**src/rtl/halt_ctrl_pkg.sv**
```systemverilog
package halt_ctrl_pkg;

    typedef enum logic [1:0] {
        ST_RUN      = 2'd0,
        ST_HALT_TMR = 2'd1,
        ST_HALT_KEY = 2'd2
    } hstate_t;

    localparam logic [3:0] OP_TMR = 4'b0010;
    localparam logic [3:0] OP_KEY = 4'b1000;

endpackage

```
**src/rtl/hc_pin_sync.sv**
```systemverilog
module hc_pin_sync #(
    parameter int W = 8
) (
    input  logic         clk,
    input  logic         rst_n,
    input  logic [W-1:0] d,
    output logic [W-1:0] q
);
    logic [W-1:0] stage1;
    logic [W-1:0] stage2;

    // Two stages; reset to high so unconfigured lines read as idle
    always_ff @(posedge clk or negedge rst_n) begin
        if (!rst_n) begin
            stage1 <= '1;
            stage2 <= '1;
        end else begin
            stage1 <= d;
            stage2 <= stage1;
        end
    end

    assign q = stage2;
endmodule

```
**src/rtl/hc_cfg.sv**
```systemverilog
module hc_cfg #(
    parameter int P0_W = 8,
    parameter int P1_W = 4,
    localparam int USE_W = P0_W + P1_W
) (
    input  logic             clk,
    input  logic             rst_n,
    input  logic             use_we,
    input  logic [USE_W-1:0] use_wdata,
    input  logic             lvl_we,
    input  logic [P1_W-1:0]  lvl_wdata,
    output logic [USE_W-1:0] use_q,
    output logic [P1_W-1:0]  lvl_q
);
    always_ff @(posedge clk or negedge rst_n) begin
        if (!rst_n) begin
            use_q <= '0;
            lvl_q <= '0;
        end else begin
            if (use_we) use_q <= use_wdata;
            if (lvl_we) lvl_q <= lvl_wdata;
        end
    end
endmodule

```
**src/rtl/hc_eval.sv**
```systemverilog
module hc_eval #(
    parameter int P0_W  = 8,
    parameter int P1_W  = 4,
    parameter int IRQ_W = 3,
    localparam int USE_W = P0_W + P1_W
) (
    input  logic [P0_W-1:0]  p0_s,
    input  logic [P1_W-1:0]  p1_s,
    input  logic [USE_W-1:0] use_q,
    input  logic [P1_W-1:0]  lvl_q,
    input  logic [IRQ_W-1:0] irq_flag,
    input  logic [IRQ_W-1:0] irq_en,
    output logic             key_hit,
    output logic             irq_hit
);
    logic [P0_W-1:0] p0_act;
    logic [P1_W-1:0] p1_act;

    // Port-0 lines: idle high, active low
    for (genvar i = 0; i < P0_W; i++) begin : g_p0
        assign p0_act[i] = use_q[i] & ~p0_s[i];
    end

    // Port-1 lines: active when the line equals its programmed clear level
    for (genvar j = 0; j < P1_W; j++) begin : g_p1
        assign p1_act[j] = use_q[P0_W + j] & ~(p1_s[j] ^ lvl_q[j]);
    end

    assign key_hit = (|p0_act) | (|p1_act);
    assign irq_hit = |(irq_flag & irq_en);
endmodule

```
**src/rtl/halt_ctrl.sv**
```systemverilog
module halt_ctrl
    import halt_ctrl_pkg::*;
#(
    parameter int P0_W  = 8,
    parameter int P1_W  = 4,
    parameter int IRQ_W = 3,
    localparam int USE_W = P0_W + P1_W
) (
    input  logic             clk,
    input  logic             rst_n,
    input  logic             halt_req,
    input  logic [3:0]       halt_op,
    input  logic [P0_W-1:0]  p0_pin,
    input  logic [P1_W-1:0]  p1_pin,
    input  logic             use_we,
    input  logic [USE_W-1:0] use_wdata,
    input  logic             lvl_we,
    input  logic [P1_W-1:0]  lvl_wdata,
    input  logic [IRQ_W-1:0] irq_flag,
    input  logic [IRQ_W-1:0] irq_en,
    input  logic             tmr_irq,
    input  logic             tmr_en,
    input  logic             mie,
    output logic             halted,
    output logic             nop_pulse,
    output logic             bad_op,
    output logic             wake,
    output logic             wake_vector
);
    logic [P0_W-1:0]  p0_s;
    logic [P1_W-1:0]  p1_s;
    logic [USE_W-1:0] use_q;
    logic [P1_W-1:0]  lvl_q;
    logic             key_hit;
    logic             irq_hit;

    hstate_t state, state_nxt;
    logic    op_legal;
    logic    tmr_ok;
    logic    key_ok;

    hc_pin_sync #(.W(P0_W)) u_sync_p0 (
        .clk(clk), .rst_n(rst_n), .d(p0_pin), .q(p0_s)
    );

    hc_pin_sync #(.W(P1_W)) u_sync_p1 (
        .clk(clk), .rst_n(rst_n), .d(p1_pin), .q(p1_s)
    );

    hc_cfg #(.P0_W(P0_W), .P1_W(P1_W)) u_cfg (
        .clk(clk), .rst_n(rst_n),
        .use_we(use_we), .use_wdata(use_wdata),
        .lvl_we(lvl_we), .lvl_wdata(lvl_wdata),
        .use_q(use_q), .lvl_q(lvl_q)
    );

    hc_eval #(.P0_W(P0_W), .P1_W(P1_W), .IRQ_W(IRQ_W)) u_eval (
        .p0_s(p0_s), .p1_s(p1_s), .use_q(use_q), .lvl_q(lvl_q),
        .irq_flag(irq_flag), .irq_en(irq_en),
        .key_hit(key_hit), .irq_hit(irq_hit)
    );

    assign op_legal = (halt_op == OP_TMR) || (halt_op == OP_KEY);
    assign tmr_ok   = (halt_op == OP_TMR) && !tmr_irq;
    assign key_ok   = (halt_op == OP_KEY) && !irq_hit && !key_hit;

    // Next-state decision
    always_comb begin
        state_nxt = state;
        unique case (state)
            ST_RUN: begin
                if (halt_req && tmr_ok)      state_nxt = ST_HALT_TMR;
                else if (halt_req && key_ok) state_nxt = ST_HALT_KEY;
            end
            ST_HALT_TMR: begin
                if (tmr_irq) state_nxt = ST_RUN;
            end
            ST_HALT_KEY: begin
                if (key_hit || irq_hit) state_nxt = ST_RUN;
            end
            default: state_nxt = ST_RUN;
        endcase
    end

    // State register
    always_ff @(posedge clk or negedge rst_n) begin
        if (!rst_n) state <= ST_RUN;
        else        state <= state_nxt;
    end

    // Registered output pulses
    always_ff @(posedge clk or negedge rst_n) begin
        if (!rst_n) begin
            nop_pulse   <= 1'b0;
            bad_op      <= 1'b0;
            wake        <= 1'b0;
            wake_vector <= 1'b0;
        end else begin
            nop_pulse   <= 1'b0;
            bad_op      <= 1'b0;
            wake        <= 1'b0;
            wake_vector <= 1'b0;
            unique case (state)
                ST_RUN: begin
                    if (halt_req && state_nxt == ST_RUN) begin
                        nop_pulse <= 1'b1;
                        bad_op    <= !op_legal;
                    end
                end
                ST_HALT_TMR: begin
                    if (state_nxt == ST_RUN) begin
                        wake        <= 1'b1;
                        wake_vector <= mie & tmr_en;
                    end
                end
                ST_HALT_KEY: begin
                    if (state_nxt == ST_RUN) begin
                        wake        <= 1'b1;
                        wake_vector <= mie & irq_hit;
                    end
                end
                default: ;
            endcase
        end
    end

    assign halted = (state != ST_RUN);
endmodule

```
**config.mk**
```make
export PLATFORM = sky130hd
export DESIGN_NAME = halt_ctrl
export DESIGN_NICKNAME = d
export VERILOG_FILES = /design/src/rtl/halt_ctrl_pkg.sv /design/src/rtl/hc_pin_sync.sv /design/src/rtl/hc_cfg.sv /design/src/rtl/hc_eval.sv /design/src/rtl/halt_ctrl.sv
export SDC_FILE = /design/constraint.sdc
export NUM_CORES = 1
export LEC_CHECK = 0
export ABC_AREA = 1
export BUFFER_PORTS_ARGS = -buffer_cell sky130_fd_sc_hd__buf_2
export CORE_MARGIN = 5
export CORE_UTILIZATION = 50
export CTS_BUF_LIST = sky130_fd_sc_hd__clkbuf_8
export CTS_CLUSTER_SIZE = 30
export DETAILED_ROUTE_END_ITERATION = 8
export PLACE_DENSITY = 0.87
export SLEW_MARGIN = 20
export SYNTH_ARGS = -nofsm -noshare
export SYNTH_HDL_FRONTEND = slang
export SYNTH_HIERARCHICAL = 1
export SYNTH_SLANG_ARGS = --single-unit
```
**constraint.sdc**
```tcl
create_clock -name clk -period 3.2 [get_ports clk]
set_clock_uncertainty 0.05 [all_clocks]
set_input_delay 0.64 -clock clk [delete_from_list [all_inputs] [get_ports clk]]
set_output_delay 0.64 -clock clk [all_outputs]
set_load 0.01 [all_outputs]
```
Word level (Yosys, flattened, before mapping)
Index checks and enable logic that the tools add are counted.
- register bits: 46
- input bits: 46
- output and inout port bits: 5
- eq/ne operators: 4
- muxes and demuxes: 14
- bitwise operators: 32
- reduce and logical (&&, ||, !) cells: 19
- operators with widths (kind ; number):
    1-bit AND ; 14
    1-bit NOT ; 12
    1-bit two-way mux ; 8
    2-bit two-way mux ; 4
    8-bit OR reduction ; 1
    1-bit logical AND ; 6
    2-bit case mux with 3 select lines ; 1
    4-bit by 2-bit equality test with 1-bit output (second input constant) ; 1
    4-bit equality test (second input constant) ; 1
    1-bit zero test ; 4
    2-bit zero test ; 2
    4-bit OR reduction ; 1
    1-bit bitwise XOR ; 4
    3-bit AND ; 1
    3-bit OR reduction ; 1
    2-bit by 1-bit equality test with 1-bit output (second input constant) ; 1
    2-bit equality test (second input constant) ; 1
    1-bit logical OR ; 2
    1-bit case mux with 2 select lines ; 1
    2-bit nonzero test ; 1
    2-bit OR reduction ; 1
    1-bit bitwise OR ; 1

Depth between registers and ports, before layout
Gate-level depths: netlist of the first run.
- depth after elaboration: 15
- depth in mapped cells: 18
- depth with buffers taken out: 18

Hierarchy
The synthesis of the first run kept the hierarchy.
- modules (own cells, without submodules) (module ; times used ; cells each ; area an instance (µm²) ; sequential area each (µm²)):
    hc_cfg ; 1 ; 68 ; 606.8 ; 400.4
    halt_ctrl ; 1 ; 58 ; 434.2 ; 150.1
    hc_pin_sync at u_sync_p0 ; 1 ; 16 ; 420.4 ; 420.4
    hc_pin_sync at u_sync_p1 ; 1 ; 8 ; 210.2 ; 210.2
    hc_eval ; 1 ; 51 ; 200.2 ; 0.0

Worst setup path after synthesis of the first run
OpenSTA, ideal clock, no wires.
- kind: register to register
- start point: register u_sync_p0.stage2[2] (netlist: u_sync_p0/q[2])
- end point: register wake_vector
- library setup time: 0.069 ns
- arrival time: 1.464 ns
- data required time: 3.081 ns
- slack: 1.617 ns
- stages on the path, launching flop included: 19
- buffers on the path: 0
- period minus slack after synthesis: 1.583 ns
- path through: dfstp_2 -> inv_1 -> nand2_1 -> nand2_1 -> inv_1 -> nand2_1 -> nor2_1 -> nand2_1 -> inv_1 -> nand2_1 -> nor2_2 -> nand2_1 -> nand2_1 -> nand2_1 -> nand2_1 -> nand2_1 -> nand2_2 -> nand3_2 -> nor2_2
- cells in the longest elaborated chain, start to end: 13
- elaborated cells on any way between the ends: 16
- RTL lines (element ; line ; source):
    from (decl) ; hc_pin_sync.sv:10 ; logic [W-1:0] stage2;
    from (signal assigned) ; hc_pin_sync.sv:19 ; stage2 <= stage1;
    1-bit NOT (*) ; hc_eval.sv:21 ; assign p0_act[i] = use_q[i] & ~p0_s[i];
    1-bit AND (*) ; hc_eval.sv:21 ;
    8-bit OR reduction (*) ; hc_eval.sv:29 ; assign key_hit = (|p0_act) | (|p1_act);
    1-bit bitwise OR (*) ; hc_eval.sv:29 ;
    via key_hit ; halt_ctrl.sv:34 ; logic key_hit;
    1-bit zero test ; halt_ctrl.sv:65 ; assign key_ok = (halt_op == OP_KEY) && !irq_hit && !key_hit;
    1-bit logical AND ; halt_ctrl.sv:65 ;
    1-bit logical AND ; halt_ctrl.sv:73 ; else if (halt_req && key_ok) state_nxt = ST_HALT_KEY;
    2-bit two-way mux ; halt_ctrl.sv:73 ;
    2-bit two-way mux ; halt_ctrl.sv:72 ; if (halt_req && tmr_ok) state_nxt = ST_HALT_TMR;
    2-bit case mux with 3 select lines (*) ; halt_ctrl.sv:70 ; unique case (state)
    2-bit zero test (*) ; halt_ctrl.sv:111, halt_ctrl.sv:117 ;
    1-bit two-way mux, on equally long branches ; halt_ctrl.sv:117, halt_ctrl.sv:111 ;
    1-bit case mux with 2 select lines (*) ; halt_ctrl.sv:103 ; unique case (state)
    to (signal assigned) ; halt_ctrl.sv:113 ; wake_vector <= mie & tmr_en;
    to (signal assigned) ; halt_ctrl.sv:119 ; wake_vector <= mie & irq_hit;
    to (decl) ; halt_ctrl.sv:28 ; output logic wake_vector
Mark *: on every way through the listed nets, which the timed path passes. The rest lies on a longest branch.
A chain may end at the register's enable or synchronous reset.

Final worst setup path of the first run
- start point: register state[0]
- end point: output port halted
- cells in the longest elaborated chain, start to end: 1
- RTL lines (element ; line ; source):
    from (decl) ; halt_ctrl.sv:37 ; hstate_t state, state_nxt;
    from (signal assigned) ; halt_ctrl.sv:88 ; else state <= state_nxt;
    2-bit nonzero test ; halt_ctrl.sv:127 ; assign halted = (state != ST_RUN);
    to (decl) ; halt_ctrl.sv:24 ; output logic halted,
No other way between the ends.

==> results.yml, run 1 <==
timing:
  hold_slack_ps: 305
  fin_setup_tns_ps: 0
  fin_crit_sh_pct: 60.4
  timing.slew.headroom_pct: 38.4
  layout_min_cycle_time_ps: 1930
  fmax_mhz: 518
  finalHoldViolations: 0
  worst_pin_slew_ps: 924
  setup_viol: 0
  layout_setup_ws_ps: 1270
  final_max_slew_viol_count: 0
  rsz0062_at_grt: "false"
route:
  top_layer: "met4"
  drt_iter0_markers: 68
  dr_wl_met2_microns: 1520
  final_antenna_net_count: 0
  drt-total-wl_microns: 3190
  wl_per_cell_microns: 10.4
  met3_length_microns: 258
  vias_per_cell: 4.40
  wl_met1_microns: 1360
  drc_errors: 0
  vias: 1341
  dr.pass1.iters: 4
setup_path:
  cp_slowest_cell: "dfrtp_1"
  worst-setup-path-type: "reg2out"
  path_max_fanout: 5
  cp-end-kind: "output port"
  startpoint: "state[0]"
  critical_path.cell_chain: "inv_1 > ha_1 > inv_1 > buf_2"
  r2r-start: "u_sync_p1/q[2]"
  crit_family: "flip-flops"
  critPathMostFrequentCell: "inv_1"
  critPathBufInv: 3
  slowest_delay_ps: 430
  worstPathArrival_ps: 1240
  crit_required_ps: 2510
  start_kind: "flop"
floorplan:
  initial_utilization_pct: 51.5
  die-area_sq_um: 5070
  die_width_microns: 71.2
  rows: 22
  ios: 51
  core_sq_um: 3630
  die_h_microns: 71.2
global_routing:
  grt_pass1_vias: 1308
  grt_pass1_wl_microns: 5440
  grt_usage_pct: 13.7
  overflow: 0
  antenna_found_initial: 0
  grt_max_degree: 47
clock_network:
  cts_root_buffer: "clkbuf_8"
  post-cts-setup-buffer-count: 0
  cts-resized-gates: 0
  cts-hold-fix-buffers: 0
  clk_latency_ps: 290
  clkTransAtPathRegs_ps: 80
  cts_tree: "done"
  htreeDepth: 2
  cts.sinks: 46
  clock_path_buffers: 2
  tritoncts.num_buffers: 5
logic_synthesis:
  yosys_warnings: 6
  netlist_area_sq_um: 1870
  ys.flop_type: "dfstp_2"
  ys_seq_area_share_pct: 63.1
  syn_area_per_cell_sq_um: 9.31
  postSynthCellCount: 201
  synth_edf_count: 0
  synth.distinct_cells: 18
  syn-num-nets: 251
  ys_ff_latch: 46
  synthArstFlopShare_pct: 100
min_path:
  hp-class: "reg2reg"
  min_from: "u_sync_p0/stage1[3]"
power:
  ir_drop_uv: 339
  power_mw: 1.31
  p_per_area_nw_per_um2: 573
  power.leakage_nw: 1.31
run_status:
  status: "complete, no violations"
layout:
  fillers: 321
  nets: 306
  area_growth_pct: 21.8
  num_antenna_cells: 0
  regArea_sq_um: 1180
  drive_gt1_share_pct: 36.2
  final_cells: 305
  multi_input_area_sq_um: 523
placement:
  globalplace.congestion: 0.856
  detailed_place_hpwl_microns: 2460
  preCtsSetupSlack_ps: 1420
  numPortBuffers: 50
  dp.cells: 297
job:
  drv_cap: 0
[cell usage after synthesis, types with 2 or more instances]
library cell,number,share of area [%]
nand4_1,2,0.67
nand2_2,2,0.67
inv_1,31,6.2
ha_1,4,2.7
nand3_2,3,1.6
nor2_2,3,1.0
dfrtp_1,22,29
nor2_1,5,1.0
inv_2,3,0.60
nand3_1,6,1.6
nand2_1,90,18
dfstp_2,24,34
[final cells by class]
type / instances / share of cell area, %
Clock inverter: 2 / 1.48
Tap cell: 48 / 2.63
Timing Repair Buffer: 50 / 11.0
Clock buffer: 6 / 3.62
Inverter: 36 / 6.53
Multi-Input combinational cell: 117 / 22.9
Sequential cell: 46 / 51.8
[state kept, by name, indices dropped and copies added, names as in the netlist, 2 cells and up]
signal,flops
u_sync_p1/q,4
u_sync_p0/q,8
u_cfg/lvl_q,4
u_cfg/use_q,12
state,2
u_sync_p1/stage1,4
u_sync_p0/stage1,8
[report_power, final]
| part | switching, mW | internal [mW] |
|---|---|---|
| clock | 0.175 | 0.251 |
| sequential | 0.0267 | 0.648 |
| combinational | 0.121 | 0.0840 |
| total | 0.323 | 0.983 |
[path summary, 6_finish.rpt]
check	to	slack [ps]	cells after the start
worst max-delay path	halted	1270	4
worst min register to register	u_sync_p0/q[3]	310	0
min in group asynchronous	u_cfg/use_q[8]	430	1
worst max register to register	bad_op	1400	16
worst min-delay path	u_sync_p0/q[3]	310	0
max in group asynchronous	wake_vector	2100	1
[layout by cell type, fill, tap and decap left out]
master     instances
nand3_1            6
nand4_1            2
nor2_2             3
bufinv_16          1
o211ai_1           1
dfrtp_1           22
ha_1               4
nor2_1             5
dfstp_2           24
nand3_2            3
clkinv_1           1
inv_1             32
bufinv_8           1
nand2_1           90
inv_2              3
o21ai_0            1
nand2_2            2
clkbuf_8           6
buf_2             50
[routing by layer]
metal	GRT usage, %	vias to the layer above
met5	0	-
met4	5.64	0
met2	20.8	32
met3	6.25	6
li1	-	697
met1	16.9	606
[metrics by stage]
stage / area [sq um] / util, %
after floorplan: 1870 / -
after CTS: 2280 / 62.7
after detailed placement: 2160 / 59.5
after global routing: 2280 / 62.7
final: 2280 / 62.7
after global placement: 2160 / 59.5
[logic make-up (layout without fill, tap and decap cells)]
| logic type | Yosys count | count (layout) | synth area share [%] |
|---|---|---|---|
| flops | 46 | 46 | 63.1 |
| compound gates | 2 | 2 | 0.668 |
| simple gates | 111 | 111 | 24.6 |
| fa+ha+maj | 4 | 4 | 2.67 |
| buf+inv | 38 | 94 | 8.96 |
(Power assumes the default switching activity.)
==> inputs of run 2 (changes only) <==
Clock period 3.2 ns to 2 ns, I/O delays scaled along.
==> run 2 against run 1 <==
Wire length is 6.3% higher. Hold slack worse by 190 ps. Setup slack worse by 1000 ps. Via count is 1.5% higher.
==> results.yml, run 2 (synthesis gave the netlist of run 1 again) <==
route:
  vias: 1361
  vias_per_cell: 4.45
  drt_iter0_markers: 57
  drc_errors: 0
  dr.pass1.iters: 4
  drt-total-wl_microns: 3390
  wl_per_cell_microns: 11.1
  final_antenna_net_count: 0
setup_path:
  reg2reg_slack_ps: 260
  path_max_fanout: 3
  slowest_delay_ps: 520
  worstPathArrival_ps: 1920
  start_kind: "flop"
  critPathBufInv: 3
  critical_path.cell_chain: "inv_1 > nand2_1 > nand2_1 > inv_1 > nand2_1 > nor2_1 > nand2_1 > inv_1 > nand2_1 > nor2_2 > nand2_1 > nand2_1 > nand2_1 > nand2_1 > nand2_1 > nand2_2 > nand3_2 > nor2_2"
  crit_cells: 18
  rr_endpoint: "wake_vector"
  crit_family: "simple AND/OR/NAND/NOR gates"
  crit_end: "wake_vector"
  startpoint: "u_sync_p0/q[2]"
  r2r-start: "u_sync_p0/q[2]"
  crit_required_ps: 2180
  critPathMostFrequentCell: "nand2_1"
  worst-setup-path-type: "reg2reg"
  cp-end-kind: "flop"
  cp_slowest_cell: "dfstp_2"
  r2r_cells: 18
layout:
  num_antenna_cells: 0
  largest-register: "u_cfg/use_q"
  mostFrequentLayoutCells: "nand2_1 (90), buf_2 (50), inv_1 (31)"
  area_growth_pct: 21.9
  nets: 307
  fillers: 318
  drive_gt1_share_pct: 36.8
  multi_input_area_sq_um: 523
  regArea_sq_um: 1180
  largest_reg_flops: 12
  final_cells: 306
  final_common_cell: "nand2_1"
placement:
  detailed_place_hpwl_microns: 2530
  dp.cells: 298
  numPortBuffers: 50
  globalplace.congestion: 0.813
floorplan:
  initial_utilization_pct: 51.5
  rows: 22
  core_sq_um: 3630
  die_h_microns: 71.2
  die-area_sq_um: 5070
  die_width_microns: 71.2
  ios: 51
global_routing:
  antenna_found_initial: 0
  grt_max_degree: 47
  grt_pass1_vias: 1367
  grt_usage_pct: 14.3
  overflow: 0
  grt_pass1_wl_microns: 5670
timing:
  finalHoldViolations: 0
  fmax_mhz: 574
  rsz0062_at_grt: "false"
  setup_viol: 0
  timing.slew.headroom_pct: 64.0
  fin_crit_sh_pct: 87.1
  worst_pin_slew_ps: 540
  fin_setup_tns_ps: 0
  layout_min_cycle_time_ps: 1740
  final_max_slew_viol_count: 0
power:
  ir_drop_uv: 557
  power.leakage_nw: 1.31
  p_per_area_nw_per_um2: 894
clock_network:
  post-cts-setup-buffer-count: 0
  cts-resized-gates: 0
  cts-hold-fix-buffers: 0
  clk_latency_ps: 290
  cts_root_buffer: "clkbuf_8"
  tritoncts.num_buffers: 5
  cts_tree: "done"
  clkTransAtPathRegs_ps: 80
  cts.sinks: 46
  clock_path_buffers: 2
  htreeDepth: 2
run_status:
  status: "complete, no violations"
min_path:
  hp-class: "in2async"
job:
  drv_cap: 0
## run 2: cell type report
class	count	share of cell area [%]
Clock buffer	8	4.83
Inverter	36	6.53
Multi-Input combinational cell	117	22.9
Sequential cell	46	51.8
Tap cell	48	2.63
Timing Repair Buffer	51	11.3
## run 2: metrics by stage
step | utilization [%] | hold WS [ps] | power [mW] | area, sq um | worst slack, ps
floorplan | - | 54.4 | 1.29 | 1870 | 417
global placement | 59.7 | 296 | 1.42 | 2170 | 291
detailed placement | 59.7 | 297 | 1.43 | 2170 | 257
CTS | 62.8 | 132 | 2.07 | 2280 | 234
global route | 62.8 | 131 | 2.16 | 2280 | 40.5
finish | 62.8 | 118 | 2.04 | 2280 | 259
## run 2: worst min path at each step
stage	to	slack (ps)	depth (start not counted)
final	u_cfg/use_q[6]	120	2
after global routing	u_sync_p0/stage1[6]	130	1
after floorplan	bad_op	50	0
after global placement	u_sync_p0/q[2]	300	0
after detailed placement	u_sync_p1/q[1]	300	0
after CTS	u_cfg/lvl_q[2]	130	2
## run 2: where the power goes
part / internal [mW] / switching (mW)
logic: 0.135 / 0.193
registers: 1.04 / 0.0448
clock network: 0.349 / 0.282
## run 2: layer usage
layer / global-route usage, % / vias to the layer above / share of wire [%]
met5: 0 / - / 0
met4: 7.10 / 0 / 2.3
met3: 3.84 / 9 / 6.3
met2: 23.9 / 36 / 47
met1: 17.0 / 617 / 44
li1: - / 699 / -
